===== src/rtl/mulx_pkg.sv =====
package mulx_pkg;

  localparam int OPC_W = 6;

  localparam logic [OPC_W-1:0] MAJ_IMM = 6'h24;
  localparam logic [OPC_W-1:0] EXT_LO  = 6'h27;
  localparam logic [OPC_W-1:0] EXT_UU  = 6'h07;
  localparam logic [OPC_W-1:0] EXT_SU  = 6'h17;

  typedef enum logic [1:0] {
    K_LO = 2'd0,
    K_UU = 2'd1,
    K_SU = 2'd2,
    K_SS = 2'd3
  } kind_t;

  typedef enum logic [1:0] {
    S_IDLE = 2'd0,
    S_RUN  = 2'd1,
    S_FIX  = 2'd2,
    S_DONE = 2'd3
  } state_t;

endpackage


===== src/rtl/mulx_decode.sv =====
module mulx_decode
  import mulx_pkg::*;
#(
  parameter int W     = 32,
  parameter int IMM_W = 16
) (
  input  logic [OPC_W-1:0] major,
  input  logic [OPC_W-1:0] ext,
  input  logic [W-1:0]     b_reg,
  input  logic [IMM_W-1:0] imm,
  output kind_t            kind,
  output logic [W-1:0]     b_sel
);

  localparam int EXT_BITS = W - IMM_W;

  logic imm_form;
  logic [W-1:0] imm_sext;

  assign imm_form = (major == MAJ_IMM);
  assign imm_sext = {{EXT_BITS{imm[IMM_W-1]}}, imm};

  always_comb begin
    b_sel = imm_form ? imm_sext : b_reg;
    if (imm_form) begin
      kind = K_LO;
    end else begin
      case (ext)
        EXT_LO:  kind = K_LO;
        EXT_UU:  kind = K_UU;
        EXT_SU:  kind = K_SU;
        default: kind = K_SS;
      endcase
    end
  end

endmodule


===== src/rtl/mulx_loop.sv =====
module mulx_loop #(
  parameter int W = 32
) (
  input  logic         clk,
  input  logic         rst_n,
  input  logic         load,
  input  logic         step,
  input  logic [W-1:0] a_in,
  input  logic [W-1:0] b_in,
  output logic [W-1:0] a_q,
  output logic [W-1:0] b_orig,
  output logic [W-1:0] lo_acc,
  output logic [W-1:0] hi_acc
);

  logic [W-1:0] mul_lo;
  logic [W-1:0] mul_hi;
  logic [W:0]   hi_sum;
  logic [W-1:0] lo_next;

  assign hi_sum  = {1'b0, hi_acc} + (mul_hi[0] ? {1'b0, a_q} : '0);
  assign lo_next = {lo_acc[W-2:0], 1'b0} + (mul_lo[W-1] ? a_q : '0);

  always_ff @(posedge clk or negedge rst_n) begin
    if (!rst_n) begin
      a_q    <= '0;
      b_orig <= '0;
      mul_lo <= '0;
      mul_hi <= '0;
      lo_acc <= '0;
      hi_acc <= '0;
    end else if (load) begin
      a_q    <= a_in;
      b_orig <= b_in;
      mul_lo <= b_in;
      mul_hi <= b_in;
      lo_acc <= '0;
      hi_acc <= '0;
    end else if (step) begin
      lo_acc <= lo_next;
      mul_lo <= {mul_lo[W-2:0], 1'b0};
      hi_acc <= hi_sum[W:1];
      mul_hi <= {1'b0, mul_hi[W-1:1]};
    end
  end

endmodule


===== src/rtl/mulx_fix.sv =====
module mulx_fix
  import mulx_pkg::*;
#(
  parameter int W = 32
) (
  input  kind_t        kind,
  input  logic [W-1:0] a,
  input  logic [W-1:0] b_orig,
  input  logic [W-1:0] lo,
  input  logic [W-1:0] hi,
  output logic [W-1:0] result
);

  logic [W-1:0] hi_su;
  logic [W-1:0] hi_ss;

  assign hi_su = hi    - (a[W-1]      ? b_orig : '0);
  assign hi_ss = hi_su - (b_orig[W-1] ? a      : '0);

  always_comb begin
    case (kind)
      K_LO:    result = lo;
      K_UU:    result = hi;
      K_SU:    result = hi_su;
      default: result = hi_ss;
    endcase
  end

endmodule


===== src/rtl/mulx_iter.sv =====
module mulx_iter
  import mulx_pkg::*;
#(
  parameter int W     = 32,
  parameter int IMM_W = 16
) (
  input  logic             clk,
  input  logic             rst_n,
  input  logic             req_valid,
  output logic             req_ready,
  input  logic [OPC_W-1:0] req_major,
  input  logic [OPC_W-1:0] req_ext,
  input  logic [W-1:0]     req_a,
  input  logic [W-1:0]     req_b,
  input  logic [IMM_W-1:0] req_imm,
  output logic             res_valid,
  output logic [W-1:0]     res_data
);

  localparam int CNT_W = $clog2(W + 1);
  localparam logic [CNT_W-1:0] LAST_STEP = CNT_W'(W - 1);

  state_t st_q;
  kind_t  kind_d, kind_q;
  logic [CNT_W-1:0] step_cnt;
  logic [W-1:0] b_sel, a_q, b_orig, lo_acc, hi_acc, fixed;
  logic accept, stepping;

  assign req_ready = (st_q == S_IDLE);
  assign accept    = req_valid && req_ready;
  assign stepping  = (st_q == S_RUN);
  assign res_valid = (st_q == S_DONE);

  mulx_decode #(.W(W), .IMM_W(IMM_W)) u_dec (
    .major (req_major),
    .ext   (req_ext),
    .b_reg (req_b),
    .imm   (req_imm),
    .kind  (kind_d),
    .b_sel (b_sel)
  );

  mulx_loop #(.W(W)) u_loop (
    .clk    (clk),
    .rst_n  (rst_n),
    .load   (accept),
    .step   (stepping),
    .a_in   (req_a),
    .b_in   (b_sel),
    .a_q    (a_q),
    .b_orig (b_orig),
    .lo_acc (lo_acc),
    .hi_acc (hi_acc)
  );

  mulx_fix #(.W(W)) u_fix (
    .kind   (kind_q),
    .a      (a_q),
    .b_orig (b_orig),
    .lo     (lo_acc),
    .hi     (hi_acc),
    .result (fixed)
  );

  always_ff @(posedge clk or negedge rst_n) begin
    if (!rst_n) begin
      st_q     <= S_IDLE;
      kind_q   <= K_LO;
      step_cnt <= '0;
      res_data <= '0;
    end else begin
      case (st_q)
        S_IDLE: begin
          if (accept) begin
            kind_q   <= kind_d;
            step_cnt <= '0;
            st_q     <= S_RUN;
          end
        end
        S_RUN: begin
          step_cnt <= step_cnt + 1'b1;
          if (step_cnt == LAST_STEP) st_q <= S_FIX;
        end
        S_FIX: begin
          res_data <= fixed;
          st_q     <= S_DONE;
        end
        default: st_q <= S_IDLE;
      endcase
    end
  end

endmodule


===== config.mk =====
export PLATFORM = sky130hd
export DESIGN_NAME = mulx_iter
export DESIGN_NICKNAME = d
export VERILOG_FILES = /design/src/rtl/mulx_pkg.sv /design/src/rtl/mulx_decode.sv /design/src/rtl/mulx_loop.sv /design/src/rtl/mulx_fix.sv /design/src/rtl/mulx_iter.sv
export SDC_FILE = /design/constraint.sdc
export NUM_CORES = 1
export LEC_CHECK = 0
export BUFFER_PORTS_ARGS = -buffer_cell sky130_fd_sc_hd__buf_2
export CAP_MARGIN = 5
export CELL_PAD_IN_SITES_DETAIL_PLACEMENT = 2
export CELL_PAD_IN_SITES_GLOBAL_PLACEMENT = 2
export CORE_UTILIZATION = 41
export CTS_CLUSTER_SIZE = 8
export DETAILED_ROUTE_END_ITERATION = 8
export PLACE_DENSITY_LB_ADDON = 0.2
export RECOVER_POWER = 100
export SKIP_CTS_REPAIR_TIMING = 1
export SLEW_MARGIN = 0
export SYNTH_ARGS = -nofsm -noshare
export SYNTH_HDL_FRONTEND = slang
export SYNTH_SLANG_ARGS = --single-unit

===== constraint.sdc =====
create_clock -name clk -period 8.3 [get_ports clk]
set_clock_uncertainty 0.1 [all_clocks]
set_input_delay 1.66 -clock clk [delete_from_list [all_inputs] [get_ports clk]]
set_output_delay 1.66 -clock clk [all_outputs]
set_load 0.02 [all_outputs]

---- Yosys cells after proc, flatten, opt, wreduce, memory -nomap -nowiden ----
Index checks and enable logic that the tools add are counted.
word-level totals
  memories kept ........................... 0
  bits in latches ......................... 0
  memory bits (read-only) ................. 0
  RAM bits ................................ 0
  flip-flop bits (word level) ............. 234
  word-level logic and storage cells ...... 56
  input port bits ......................... 95
  output and inout port bits .............. 34
cells by class
  equality and inequality tests ........... 12
  order comparisons ....................... 0
  multipliers ............................. 0
  multiplexer cells ....................... 21
  $add $sub $neg .......................... 5
  reduce and logical (&&, ||, !) cells .... 8
  shift operators ......................... 0
  bitwise logic cells ..................... 0
  divide/modulo/power cells ............... 0
operator list
  kind                   count
  $mux W32               13
  $pmux W32 S3           1
  $sub A32 B32 Y32       2
  $add A32 B33 Y33       1
  $add A32 B32 Y32       1
  $eq A6 B5 Y1 const B   2
  $eq A6 B6 Y1 const B   2
  $pmux W2 S3            2
  $pmux W6 S2            1
  $add A6 B1 Y6 const B  1
  $eq A2 B2 Y1 const B   3
  $eq A6 B3 Y1 const B   1
  $mux W2                3
  $mux W6                1
  $reduce_and A2 Y1      3
  $eq A2 B1 Y1 const B   2
  $logic_not A2 Y1       2
  $ne A2 B1 Y1 const B   2
  $reduce_bool A2 Y1     2
  $logic_and A1 B1 Y1    1

---- Depth between registers and ports, before layout ----
Gate-level depths: netlist of the first run.
  depth in word-level cells ............... 4
  gate-level depth with buffers ........... 23
  mapped depth without buffers ............ 21

---- Hierarchy ----
From an unflattened synthesis of the first run, not the netlist that was laid out.
second synthesis, totals
  cells, all modules ...................... 1955
  area, all modules ....................... 18178.7 µm²
modules (own cells, without submodules)
  module       area each (µm²)  instances  cells each
  mulx_loop    11283.3          1          1139
  mulx_fix     4693.3           1          647
  mulx_iter    1737.9           1          122
  mulx_decode  464.2            1          47

---- Worst setup path after synthesis of the first run ----
OpenSTA, ideal clock, no wires.
  kind .................................... register to register
  from .................................... register u_loop.a_q[31]
  to ...................................... register res_data[23]
  period minus slack after synthesis ...... 4.900 ns
  stages on the path, launching flop included .. 21
  slack ................................... 3.400 ns
  arrival time ............................ 4.675 ns
  buffers on the path ..................... 3
  required time ........................... 8.075 ns
  path through ............................ dfrtp_1 > clkbuf_1 > clkbuf_1 > nand2_1 > fa_1 > a21oi_1 > o21ai_0 > a21oi_1 > o21bai_1 > a21oi_1 > o21ai_0 > xor2_1 > ha_1 > clkbuf_1 > o2111ai_1 > a21o_1 > a2111o_1 > and2_1 > xnor2_1 > mux4_2 > mux2_2
on the way
  word-level cells in the longest chain between the ends .. 4
RTL lines
  element                 RTL line         text
  start, declared         mulx_loop.sv:10  output logic [W-1:0] a_q,
  start signal, assigned  mulx_loop.sv:33  a_q <= a_in;
  $mux W32 *              mulx_fix.sv:17   assign hi_su = hi - (a[W-1] ? b_orig : '0);
  $sub A32 B32 Y32 *      mulx_fix.sv:17
  $sub A32 B32 Y32        mulx_fix.sv:18   assign hi_ss = hi_su - (b_orig[W-1] ? a : '0);
  $pmux W32 S3 *          mulx_fix.sv:21   case (kind)
  end signal, assigned    mulx_iter.sv:85  res_data <= fixed;
  end, declared           mulx_iter.sv:17  output logic [W-1:0] res_data
Mark *: on every way between the ends. The rest lies on a longest branch, timed or not.
A chain may end at the register's enable or synchronous reset.

---- Final worst setup path of the first run ----
  from .................................... register u_loop.a_q[31]
  to ...................................... register res_data[22]
The elaborated chain is that of the path after synthesis.

==> results.md, run 1 <==
- Count of vias placed by the detailed router: 16200
- Adder and majority gate portion of the synthesized area: 0.0959
- Critical Path Slowest Stage Cell: sky130_fd_sc_hd__a2111oi_0
- # DRC: 0
- Worst Hold Path Cells: 2
- Remaining antenna violation count: 0
- FF-to-FF path depth: 18
- Number of storage elements in the synthesis netlist: 234
- Worst Hold Slack: 396 ps
- H-tree levels: 2
- Area of the die: 0.0436 mm2
- Wire length of the first global-routing pass: 105 mm
- Path type of the worst setup path: reg2reg
- Critical Path Max Stage Delay: 1320 ps
- Number of rows in the core area: 75
- Final number of setup-violating endpoints: 0
- Number of unique standard cell types used by synthesis: 81
- Final RePlAce weighted congestion: 0.956
- Most frequent cell on the critical path: sky130_fd_sc_hd__a21oi_1
- Required time of the critical path: 8630 ps
- Global-route usage over all layers: 0.308
- Top cells by area, synth: sky130_fd_sc_hd__dfrtp_1 33%, sky130_fd_sc_hd__ha_1 9.1%, sky130_fd_sc_hd__nand2_1 6.9%
- Area share of the largest cell type after synthesis: 0.334
- Proportion of synthesized area in mux cells: 0.106
- Gr ovfl total: 0
- Post-synthesis average cell area: 8.63 um2
- Summed instance area of the synthesized netlist: 0.0175 mm2
- Max Fanout on Critical Path: 35
- Post-Syn Instances: 2033
- Num Clock Sinks: 234
- Worst min-delay path class: reg2reg
- CTS Buffer Depth: 3
- Detailed-route vias per instance: 6.07
- Number of synthesized flops with an enable pin: 0
- TritonCTS clock tree: yes
- Clock latency of the later-clocked register in the worst-skew pair: 550 ps
- Average wire per standard cell: 24.9 um
- Count of synthesis-stage warnings from yosys: 0
- Number of antenna violations at the first check in global routing: 4
- Total wire length: 66.2 mm
- Achievable Freq: 0.145 GHz
- Layout cell share with drive strength beyond 1: 0.106
- Root buffer selected by CTS: sky130_fd_sc_hd__clkbuf_16
- Starting utilization of the core area: 0.417
- Initial detailed-routing violation count: 909
- Number of I/O pins: 129
- Width of the die: 209 um
- Compound-gate portion of the synthesized area: 0.194
- Violated checks: capacitance limit, slew limit
- Worst reg2reg path startpoint: u_loop.a_q[31]
- Post-detailed-placement half-perimeter wirelength: 48.2 mm
- Max-slew violation total from the final report: 255
- Via count of the first global-routing pass: 18100
- Endpoint of the worst hold-timing path: kind_q[0]
- Input/output buffers: 128
- Type of destination of the critical path: register
- 1st-pass router iterations: 5
- Area growth from synthesis to layout: 11.4%
- Result of the run: finished, violations left
- Reg-to-reg setup timing slack: 1420 ps
- Clock transition at path regs: 50 ps
- Worst Tran Pin Value: 4600 ps
- Synthesized-area fraction occupied by and/or/nand/nor cells: 0.189
- Die Y: 209 um
- Critical path data arrival time: 7210 ps
- Cell type contributing the most total cell area after synthesis: sky130_fd_sc_hd__dfrtp_1
- Startpoint of the most critical hold path: kind_q[0]
- Fraction of registers with async set or reset after synthesis: 1.00
- CTS Buf Count: 36
- Parity-gate share of the synthesized area counting xor and xnor cells: 0.0484
- Placeable core region: 0.0420 mm2
- Top_reg_cell synth: sky130_fd_sc_hd__dfrtp_1
- Shortest clock period the worst path allows after layout: 6880 ps
- Post-layout nets: 2339
- Total nets after synthesis: 2260
- Setup slack after placement: 2030 ps
- Final hold violation count: 0
- Combinational family with the most area after synthesis: compound AO/OA/AOI/OAI gates
- Kind of start point of the critical path: register
- Layout Utilization: 0.465
- Pin count of the biggest net entering global routing: 123
- Setup Total Neg Slack: 0 ps
- Sequential element share of the synthesized area: 0.334
- Number of maximum-capacitance constraint violations: 5
- Unrepaired setup endpoints after global routing: no
- Normalized max-slew margin: -2.06
- List of cells traversed by the critical path: and2_0, ha_1, inv_1, fa_1, a21oi_1, o21ai_0, a21oi_1, xnor2_1, ha_1, a2111oi_0, o21a_4, o22ai_1, o31a_1, a21oi_1, o21ai_0, xor2_1, mux4_2, mux2_4
- Post-layout worst setup margin: 1420 ps
- Fraction of the cycle the final worst path needs: 0.829
- Worst reg2reg path endpoint: res_data[22]
area by class of cell:
| class | instances | area (um2) |
|---|---|---|
| sequential | 234 | 5860 |
| clock inverter | 2 | 40.0 |
| inverter | 40 | 150 |
| tap | 539 | 674 |
| fill | 4686 | 22500 |
| multi-input combinational | 1656 | 11100 |
| antenna | 1 | 2.50 |
| clock buffer | 48 | 1010 |
| timing repair buffer | 144 | 728 |
routing by layer:
metal,up-vias,global-route usage,wire [um]
met1,8326,0.426,31400
met5,-,0,13
met2,330,0.512,31100
met3,89,0.0323,2390
li1,7413,-,-
met4,2,0.0796,1360
cells in the final DEF, fill, tap and decap left out, types with 37 or more instances in the layout:
| cell | netlist | final |
|---|---|---|
| sky130_fd_sc_hd__dfrtp_1 | 234 | 232 |
| sky130_fd_sc_hd__and2_1 | 72 | 69 |
| sky130_fd_sc_hd__nand3_1 | 50 | 50 |
| sky130_fd_sc_hd__mux2i_1 | 106 | 106 |
| sky130_fd_sc_hd__clkbuf_16 | 0 | 37 |
| sky130_fd_sc_hd__inv_1 | 39 | 39 |
| sky130_fd_sc_hd__nand2_1 | 322 | 321 |
| sky130_fd_sc_hd__o21ai_0 | 156 | 157 |
| sky130_fd_sc_hd__a21oi_1 | 160 | 161 |
| sky130_fd_sc_hd__nor2_1 | 152 | 152 |
| sky130_fd_sc_hd__ha_1 | 128 | 127 |
| sky130_fd_sc_hd__buf_2 | 0 | 92 |
| sky130_fd_sc_hd__a21o_1 | 50 | 50 |
| sky130_fd_sc_hd__xnor2_1 | 73 | 73 |
| sky130_fd_sc_hd__clkbuf_1 | 86 | 45 |
critical path, delay by kind of cell, from the launching register on:
| kind | cells | cell delay, ps |
|---|---|---|
| fa+ha+maj | 3 | 900 |
| simple gates | 1 | 260 |
| buf+inv | 1 | 60 |
| mux | 2 | 750 |
| compound gates | 9 | 3270 |
| flops | 1 | 1060 |
| xor+xnor | 2 | 350 |
synthesized netlist by cell type, types with 5 or more instances:
cell type,n
sky130_fd_sc_hd__mux2i_1,106
sky130_fd_sc_hd__or3_1,9
sky130_fd_sc_hd__buf_1,10
sky130_fd_sc_hd__o21ai_0,156
sky130_fd_sc_hd__mux4_2,18
sky130_fd_sc_hd__xor2_1,24
sky130_fd_sc_hd__a211oi_1,20
sky130_fd_sc_hd__nand2b_1,12
sky130_fd_sc_hd__nor2_1,152
sky130_fd_sc_hd__o21a_1,22
sky130_fd_sc_hd__nor3b_1,6
sky130_fd_sc_hd__mux2_2,33
sky130_fd_sc_hd__nand3_1,50
sky130_fd_sc_hd__o22ai_1,7
sky130_fd_sc_hd__o21bai_1,13
sky130_fd_sc_hd__ha_1,128
sky130_fd_sc_hd__inv_1,39
sky130_fd_sc_hd__nor3_1,28
sky130_fd_sc_hd__o211ai_1,15
sky130_fd_sc_hd__clkbuf_1,86
sky130_fd_sc_hd__a21oi_1,160
sky130_fd_sc_hd__nor2b_1,16
sky130_fd_sc_hd__o31ai_1,11
sky130_fd_sc_hd__a21o_1,50
sky130_fd_sc_hd__a31oi_1,17
sky130_fd_sc_hd__nand2_1,322
sky130_fd_sc_hd__dfrtp_1,234
sky130_fd_sc_hd__xnor2_1,73
sky130_fd_sc_hd__and3_1,15
sky130_fd_sc_hd__nand4_1,18
sky130_fd_sc_hd__and2_1,72
sky130_fd_sc_hd__a41oi_1,5
sky130_fd_sc_hd__o31a_1,10
cell families (layout without fill, tap and decap cells):
family / Yosys count / count (layout)
and+or+nand+nor: 728 / 728
AOI/OAI and AO/OA: 541 / 541
DFF: 234 / 234
muxes: 158 / 158
buffers and inverters: 143 / 234
adders and majority gates: 132 / 132
xor gates and xnor gates: 97 / 97
other: 0 / 1
flip-flops by register name, indices dropped and copies added (netlist names):
register and flops:
u_loop.hi_acc 32, u_loop.mul_hi 32, res_data 32, kind_q 2
u_loop.a_q 32, u_loop.lo_acc 32, u_loop.mul_lo 32, u_loop.b_orig 32
step_cnt 6, st_q 2
through the flow:
stage / cells / cell area [um2]
3_5_place_dp: 2613 / 18600
2_1_floorplan: 2033 / 17500
6_report: 2664 / 19500
4_1_cts: 2663 / 19600
5_1_grt: 2663 / 19500
3_3_place_gp: 2613 / 18600
worst max path at each step:
| stage | start | endpoint | cells after the start | slack, ps |
|---|---|---|---|---|
| after floorplan | u_loop.a_q[31] | res_data[23] | 20 | 3400 |
| after global placement | u_loop.a_q[31] | res_data[23] | 19 | 2330 |
| after detailed placement | u_loop.a_q[31] | res_data[23] | 20 | 2030 |
| after CTS | u_loop.a_q[31] | res_data[23] | 20 | 1980 |
| after global routing | req_valid | u_loop.mul_hi[6] | 5 | 1030 |
| final | u_loop.a_q[31] | res_data[22] | 18 | 1420 |
Power of run 1 is not shown: default switching activity piles up to over one toggle a cycle in this logic, so the estimate is an artifact.
==> run 2: changes to the inputs <==
--- a/config.mk
+++ b/config.mk
@@ -5,11 +5,12 @@
 export SDC_FILE = /design/constraint.sdc
 export NUM_CORES = 1
 export LEC_CHECK = 0
+export ABC_AREA = 1
 export BUFFER_PORTS_ARGS = -buffer_cell sky130_fd_sc_hd__buf_2
 export CAP_MARGIN = 5
 export CELL_PAD_IN_SITES_DETAIL_PLACEMENT = 2
 export CELL_PAD_IN_SITES_GLOBAL_PLACEMENT = 2
-export CORE_UTILIZATION = 41
+export CORE_UTILIZATION = 35
 export CTS_CLUSTER_SIZE = 8
 export DETAILED_ROUTE_END_ITERATION = 8
 export PLACE_DENSITY_LB_ADDON = 0.2
==> constraint.sdc (replaced) <==
create_clock -name clk -period 7.1 [get_ports clk]
set_clock_uncertainty 0.1 [all_clocks]
set_input_delay 1.42 -clock clk [delete_from_list [all_inputs] [get_ports clk]]
set_output_delay 1.42 -clock clk [all_outputs]
set_load 0.02 [all_outputs]
==> results.md, run 2 <==
- # DRC: 0 (unchanged)
- Final hold violation count: 0 (unchanged)
- Remaining antenna violation count: 0 (unchanged)
- Setup slack after placement: 1750 ps (was 2030 ps)
- Number of synthesized flops with an enable pin: 0 (unchanged)
- FF-to-FF path depth: 9 (was 18)
- Most frequent cell on the critical path: sky130_fd_sc_hd__inv_1 (was sky130_fd_sc_hd__a21oi_1)
- Critical Path Slowest Stage Cell: sky130_fd_sc_hd__inv_1 (was sky130_fd_sc_hd__a2111oi_0)
- Path type of the worst setup path: in2reg (was reg2reg)
- Max Fanout on Critical Path: 51 (was 35)
- Violated checks: capacitance limit, slew limit (unchanged)
- Cell area after placement: 0.0194 mm2 (was 0.0186 mm2)
- Most congested layer reported by global routing: met2 (unchanged)
- Normalized max-slew margin: -1.48 (was -2.06)
- Post-detailed-placement half-perimeter wirelength: 69.4 mm (was 48.2 mm)
- Average wire per standard cell: 25.6 um (was 24.9 um)
- Fraction of the cycle the final worst path needs: 0.849
- Number of buffers and inverters on the critical path: 5 (was 1)
- Clock latency of the later-clocked register in the worst-skew pair: 570 ps (was 550 ps)
- Final RePlAce weighted congestion: 1.01 (was 0.956)
- Result of the run: finished, violations left (unchanged)
- Worst Tran Pin Value: 3730 ps (was 4600 ps)
- Gr ovfl total: 0 (unchanged)
- Root buffer selected by CTS: sky130_fd_sc_hd__clkbuf_16 (unchanged)
- Placeable core region: 0.0506 mm2 (was 0.0420 mm2)
- Fraction of registers with async set or reset after synthesis: 1.00 (unchanged)
- Number of maximum-capacitance constraint violations: 4 (was 5)
- Pin count of the biggest net entering global routing: 146 (was 123)
- Top library cells by usage in the layout, fill and taps aside: 836 x sky130_fd_sc_hd__nand2_1, 333 x sky130_fd_sc_hd__inv_1, 243 x sky130_fd_sc_hd__nor2_1, 233 x sky130_fd_sc_hd__dfrtp_1, 217 x sky130_fd_sc_hd__a21oi_1 (was 321 x sky130_fd_sc_hd__nand2_1, 232 x sky130_fd_sc_hd__dfrtp_1, 161 x sky130_fd_sc_hd__a21oi_1, 157 x sky130_fd_sc_hd__o21ai_0, 152 x sky130_fd_sc_hd__nor2_1)
- Met1 demand-to-capacity share in global routing: 0.429 (was 0.426)
- Top cells by area, synth: sky130_fd_sc_hd__dfrtp_1 32%, sky130_fd_sc_hd__nand2_1 17%, sky130_fd_sc_hd__ha_1 8.9% (was sky130_fd_sc_hd__dfrtp_1 33%, sky130_fd_sc_hd__ha_1 9.1%, sky130_fd_sc_hd__nand2_1 6.9%)
- Area growth from synthesis to layout: 12.5% (was 11.4%)
- Beginning of the critical path: req_valid (was u_loop.a_q[31])
- Sequential element share of the synthesized area: 0.324 (was 0.334)
- Required time of the critical path: 7390 ps (was 8630 ps)
- Die Y: 229 um (was 209 um)
- Number of I/O pins: 129 (unchanged)
- Top_reg_cell synth: sky130_fd_sc_hd__dfrtp_1 (unchanged)
- Max-slew violation total from the final report: 282 (was 255)
- Reg-to-reg setup timing slack: 1170 ps (was 1420 ps)
- Sequential cell area: 0.00586 mm2 (about the same)
- Width of the die: 229 um (was 209 um)
- Summed instance area of the synthesized netlist: 0.0181 mm2 (was 0.0175 mm2)
- Detailed-route vias per instance: 5.68 (was 6.07)
- Most common cell in the netlist: sky130_fd_sc_hd__nand2_1 (unchanged)
- Fill count: 6213 (was 4686)
- Most common cell after layout, fill and taps aside: sky130_fd_sc_hd__nand2_1 (unchanged)
- Cell type contributing the most total cell area after synthesis: sky130_fd_sc_hd__dfrtp_1 (unchanged)
- Met3 routing resource usage after global routing: 0.0316 (was 0.0323)
- Initial detailed-routing violation count: 996 (was 909)
- WP depth: 8 (was 18)
- Top post-synthesis cells by count: 836 x sky130_fd_sc_hd__nand2_1, 330 x sky130_fd_sc_hd__inv_1, 244 x sky130_fd_sc_hd__nor2_1 (was 322 x sky130_fd_sc_hd__nand2_1, 234 x sky130_fd_sc_hd__dfrtp_1, 160 x sky130_fd_sc_hd__a21oi_1)
- Non-Filler Cell Area, Final: 0.0203 mm2 (was 0.0195 mm2)
- Achievable Freq: 0.166 GHz
- List of cells traversed by the critical path: clkbuf_1, nand2_1, inv_1, nor2_4, buf_4, inv_1, clkbuf_2, o221ai_1 (was and2_0, ha_1, inv_1, fa_1, a21oi_1, o21ai_0, a21oi_1, xnor2_1, ha_1, a2111oi_0, o21a_4, o22ai_1, o31a_1, a21oi_1, o21ai_0, xor2_1, mux4_2, mux2_4)
- Worst min-delay path class: reg2reg (unchanged)
- Type of destination of the critical path: register (unchanged)
- Count of vias placed by the detailed router: 19600 (was 16200)
- Shortest clock period the worst path allows after layout: 6030 ps
- Worst reg2reg path endpoint: u_loop.mul_hi[15] (was res_data[22])
- CTS Buffer Depth: 3 (unchanged)
- Number of rows in the core area: 82 (was 75)
- Footprint of the multi-input gates: 0.0106 mm2 (was 0.0111 mm2)
- Total wire length: 88.5 mm (was 66.2 mm)
- CTS Buf Count: 36 (unchanged)
- Global-route usage over all layers: 0.340 (was 0.308)
- Diode count: 0 (was 1)
- Number of unique standard cell types used by synthesis: 59 (was 81)
- Area of the die: 0.0526 mm2 (was 0.0436 mm2)
- Final number of setup-violating endpoints: 0 (unchanged)
- Post-layout worst setup margin: 1070 ps (was 1420 ps)
- Area share of the largest cell type after synthesis: 0.324 (was 0.334)
- Number of storage elements in the synthesis netlist: 234 (unchanged)
- Kind of start point of the critical path: input pin (was register)
- TritonCTS clock tree: yes (unchanged)
- Global-route met2 utilization: 0.580 (was 0.512)
- Critical path data arrival time: 6320 ps (was 7210 ps)
- Starting utilization of the core area: 0.357 (was 0.417)
- Via count of the first global-routing pass: 21800 (was 18100)
- Post-synthesis average cell area: 6.79 um2 (was 8.63 um2)
- Layout cell share with drive strength beyond 1: 0.0698 (was 0.106)
- 1st-pass router iterations: 5 (unchanged)
- Input/output buffers: 128 (unchanged)
- Clock transition at path regs: 50 ps (about the same)
- Gate family responsible for the most delay along the worst path: buffers and inverters (was compound AO/OA/AOI/OAI gates)
- Total nets after synthesis: 2891 (was 2260)
- H-tree levels: 2 (unchanged)
- Unrepaired setup endpoints after global routing: no (unchanged)
- Critical Path Max Stage Delay: 1620 ps (was 1320 ps)
- Post-Syn Instances: 2664 (was 2033)
- Wire length of the first global-routing pass: 134 mm (was 105 mm)
- Post-layout nets: 2997 (was 2339)
- Timing endpoint of the critical path: u_loop.mul_hi[15] (was res_data[22])
- Number of antenna violations at the first check in global routing: 1 (was 4)
- Num Clock Sinks: 234 (unchanged)
- Count of synthesis-stage warnings from yosys: 0 (unchanged)
- Setup Total Neg Slack: 0 ps (unchanged)
- Worst reg2reg path startpoint: st_q[0] (was u_loop.a_q[31])
==> run 2: cell types whose count changed in the layout (fill, tap and decap cells not counted), moves of 59 or more <==
cell	before	now
sky130_fd_sc_hd__inv_1	39	333
sky130_fd_sc_hd__nand2_1	321	836
sky130_fd_sc_hd__mux2i_1	106	0
sky130_fd_sc_hd__and2_1	69	10
sky130_fd_sc_hd__xnor2_1	73	5
sky130_fd_sc_hd__nor2_1	152	243
==> run 2: cell families (layout without fill, tap and decap cells) <==
family,count (synthesis),after routing,share of synthesized area
buffers and inverters,413,529,0.0880
adders and majority gates,132,132,0.0930
xor gates and xnor gates,34,34,0.0185
AOI/OAI and AO/OA,558,558,0.185
DFF,234,234,0.324
and+or+nand+nor,1293,1293,0.291
==> run 2: routing by layer <==
metal | routed length (um) | vias up
li1 | - | 8976
met1 | 38500 | 9988
met2 | 42300 | 490
met3 | 3320 | 164
met4 | 4390 | 0
met5 | 0 | -
==> run 2: worst min-delay path by stage <==
stage	startpoint	endpoint	slack, ps	cells past startpoint
global route	res_data[27]	res_data[27]	420	2
finish	res_data[20]	res_data[20]	390	2
floorplan	u_loop.b_orig[21]	u_loop.b_orig[21]	350	2
CTS	res_data[20]	res_data[20]	390	2
global placement	res_data[24]	res_data[24]	360	2
detailed placement	res_data[20]	res_data[20]	370	2
==> run 2: worst reg2reg max path, stage by stage (launching register included) <==
cell and delay (ps):
sky130_fd_sc_hd__dfrtp_1 410, sky130_fd_sc_hd__inv_1 120, sky130_fd_sc_hd__ha_1 280, sky130_fd_sc_hd__nand2_1 660, sky130_fd_sc_hd__inv_1 1070, sky130_fd_sc_hd__nor2_4 20
sky130_fd_sc_hd__buf_4 370, sky130_fd_sc_hd__inv_1 1640, sky130_fd_sc_hd__clkbuf_2 830, sky130_fd_sc_hd__o221ai_1 260
==> run 2: through the flow <==
step / hold WS, ps / cells / utilization
finish: 388 / 3452 / 0.402
global route: 420 / 3452 / 0.402
CTS: 385 / 3452 / 0.404
detailed placement: 370 / 3404 / 0.384
global placement: 359 / 3404 / 0.384
floorplan: 350 / 2664 / -
==> run 2: final cells by class <==
class | instances | share of cell area
repair buffers | 144 | 0.0348
clock buffers | 44 | 0.0473
clock inverters | 4 | 0.00400
well taps | 672 | 0.0414
inverters | 337 | 0.0622
flip-flops and latches | 234 | 0.288
multi-input cells | 2017 | 0.522
Power of run 2 is left out for the same reason.
==> run 3: changes to the inputs <==
==> constraint.sdc (replaced) <==
create_clock -name clk -period 6.05 [get_ports clk]
set_clock_uncertainty 0.1 [all_clocks]
set_input_delay 1.21 -clock clk [delete_from_list [all_inputs] [get_ports clk]]
set_output_delay 1.21 -clock clk [all_outputs]
set_load 0.02 [all_outputs]
==> results.md, run 3 (synthesized netlist as in run 2, its figures left out) <==
- Result of the run: finished, violations left (unchanged)
- Violated checks: capacitance limit, slew limit (unchanged)
- Num Clock Sinks: 234 (unchanged)
- Final number of setup-violating endpoints: 0 (unchanged)
- Reg-to-reg setup timing slack: 940 ps (was 1170 ps)
- Final hold violation count: 0 (unchanged)
- Shortest clock period the worst path allows after layout: 5110 ps
- Path type of the worst setup path: reg2reg (was in2reg)
- Worst reg2reg path startpoint: st_q[1] (was st_q[0])
- Required time of the critical path: 6340 ps (was 7390 ps)
- Clock latency of the later-clocked register in the worst-skew pair: 590 ps (was 570 ps)
- FF-to-FF path depth: 9 (unchanged)
- Die Y: 229 um (unchanged)
- List of cells traversed by the critical path: inv_1, ha_1, nand2_1, inv_1, buf_4, nor2_1, inv_1, buf_4, o221ai_1 (was clkbuf_1, nand2_1, inv_1, nor2_4, buf_4, inv_1, clkbuf_2, o221ai_1)
- Post-layout nets: 3000 (was 2997)
- Type of destination of the critical path: register (unchanged)
- Critical path data arrival time: 5390 ps (was 6320 ps)
- Starting utilization of the core area: 0.357 (unchanged)
- Via count of the first global-routing pass: 21100 (was 21800)
- Number of antenna violations at the first check in global routing: 1 (unchanged)
- Timing endpoint of the critical path: u_loop.mul_lo[4] (was u_loop.mul_hi[15])
- Width of the die: 229 um (unchanged)
- Number of rows in the core area: 82 (unchanged)
- Input/output buffers: 128 (unchanged)
- Kind of start point of the critical path: register (was input pin)
- Placeable core region: 0.0506 mm2 (unchanged)
- Worst reg2reg path endpoint: u_loop.mul_lo[4] (was u_loop.mul_hi[15])
- Gr ovfl total: 0 (unchanged)
- Average wire per standard cell: 24.8 um (was 25.6 um)
- Fraction of the cycle the final worst path needs: 0.844
- Worst min-delay path class: reg2reg (unchanged)
- Total wire length: 85.8 mm (was 88.5 mm)
- Number of buffers and inverters on the critical path: 5 (unchanged)
- Setup Total Neg Slack: 0 ps (unchanged)
- # DRC: 0 (unchanged)
- Pin count of the biggest net entering global routing: 116 (was 146)
- Normalized max-slew margin: -1.84 (was -1.48)
- Area of the die: 0.0526 mm2 (unchanged)
- Number of I/O pins: 129 (unchanged)
- Top library cells by usage in the layout, fill and taps aside: 839 x sky130_fd_sc_hd__nand2_1, 333 x sky130_fd_sc_hd__inv_1, 243 x sky130_fd_sc_hd__nor2_1, 233 x sky130_fd_sc_hd__dfrtp_1, 217 x sky130_fd_sc_hd__a21oi_1 (was 836 x sky130_fd_sc_hd__nand2_1, 333 x sky130_fd_sc_hd__inv_1, 243 x sky130_fd_sc_hd__nor2_1, 233 x sky130_fd_sc_hd__dfrtp_1, 217 x sky130_fd_sc_hd__a21oi_1)
- Post-layout worst setup margin: 941 ps (was 1070 ps)
- Achievable Freq: 0.196 GHz
- Beginning of the critical path: st_q[1] (was req_valid)
- Detailed-route vias per instance: 5.64 (was 5.68)
- Critical Path Max Stage Delay: 900 ps (was 1620 ps)
- Unrepaired setup endpoints after global routing: no (unchanged)
- Setup slack after placement: 1520 ps (was 1750 ps)
- TritonCTS clock tree: yes (unchanged)
- Most frequent cell on the critical path: sky130_fd_sc_hd__inv_1 (unchanged)
- Post-detailed-placement half-perimeter wirelength: 68.7 mm (was 69.4 mm)
- Clock transition at path regs: 50 ps (about the same)
- 1st-pass router iterations: 5 (unchanged)
- Fill count: 6186 (was 6213)
- Area growth from synthesis to layout: 12.6% (was 12.5%)
- Diode count: 0 (unchanged)
- WP depth: 9 (was 8)
- Final RePlAce weighted congestion: 0.979 (was 1.01)
- Count of vias placed by the detailed router: 19500 (was 19600)
- CTS Buf Count: 36 (unchanged)
- Initial detailed-routing violation count: 963 (was 996)
- Wire length of the first global-routing pass: 131 mm (was 134 mm)
- Worst Tran Pin Value: 4260 ps (was 3730 ps)
- CTS Buffer Depth: 3 (unchanged)
- Remaining antenna violation count: 0 (unchanged)
- Gate family responsible for the most delay along the worst path: buffers and inverters (unchanged)
- Global-route usage over all layers: 0.327 (was 0.340)
- Max Fanout on Critical Path: 60 (was 51)
- Critical Path Slowest Stage Cell: sky130_fd_sc_hd__inv_1 (unchanged)
- Root buffer selected by CTS: sky130_fd_sc_hd__clkbuf_16 (unchanged)
- Most common cell after layout, fill and taps aside: sky130_fd_sc_hd__nand2_1 (unchanged)
- H-tree levels: 2 (unchanged)
- Max-slew violation total from the final report: 140 (was 282)
- Number of maximum-capacitance constraint violations: 2 (was 4)
- Layout cell share with drive strength beyond 1: 0.0701 (was 0.0698)
-- run 3: cell types whose count changed in the layout (fill, tap and decap cells not counted), moves of 2 or more --
cell,before,now
sky130_fd_sc_hd__clkbuf_2,3,0
sky130_fd_sc_hd__buf_12,0,2
sky130_fd_sc_hd__clkbuf_1,43,40
sky130_fd_sc_hd__clkbuf_8,3,1
sky130_fd_sc_hd__nand2_1,836,839
sky130_fd_sc_hd__buf_4,10,15
sky130_fd_sc_hd__nand2_2,14,11
-- run 3: area by class of cell --
type / instances / area (um2) / share of cell area
well taps: 672 / 841 / 0.0413
repair buffers: 147 / 763 / 0.0375
flip-flops and latches: 234 / 5860 / 0.288
multi-input cells: 2017 / 10600 / 0.522
inverters: 337 / 1260 / 0.0622
clock buffers: 41 / 930 / 0.0457
clock inverters: 5 / 80.1 / 0.00394
-- run 3: through the flow --
| stage | util | hold WS, ps | std cells | instance area (um2) |
|---|---|---|---|---|
| final | 0.402 | 383 | 3453 | 20300 |
| after global routing | 0.402 | 418 | 3453 | 20300 |
| after CTS | 0.404 | 389 | 3453 | 20400 |
| after detailed placement | 0.384 | 375 | 3407 | 19400 |
| after global placement | 0.384 | 362 | 3407 | 19400 |
| after floorplan | - | 350 | 2664 | 18100 |
-- run 3: per-layer routing --
| layer | share of wire | GRT usage |
|---|---|---|
| met5 | 0.00015 | 0 |
| met4 | 0.043 | 0.131 |
| met2 | 0.48 | 0.557 |
| met3 | 0.039 | 0.0376 |
| met1 | 0.44 | 0.418 |
-- run 3: worst min path at each step --
stage / cells past startpoint / endpoint / startpoint
floorplan: 2 / u_loop.b_orig[21] / u_loop.b_orig[21]
global placement: 2 / res_data[5] / res_data[5]
detailed placement: 2 / res_data[0] / res_data[0]
CTS: 2 / res_data[12] / res_data[12]
global route: 2 / res_data[22] / res_data[22]
finish: 2 / res_data[27] / res_data[27]
-- run 3: worst reg2reg max path: stages, from the launching register on --
cell and delay, ps:
sky130_fd_sc_hd__dfrtp_1 400, sky130_fd_sc_hd__inv_1 120, sky130_fd_sc_hd__ha_1 290, sky130_fd_sc_hd__nand2_1 610, sky130_fd_sc_hd__inv_1 910, sky130_fd_sc_hd__buf_4 480
sky130_fd_sc_hd__nor2_1 190, sky130_fd_sc_hd__inv_1 860, sky130_fd_sc_hd__buf_4 660, sky130_fd_sc_hd__o221ai_1 310
Power of run 3 is left out for the same reason.
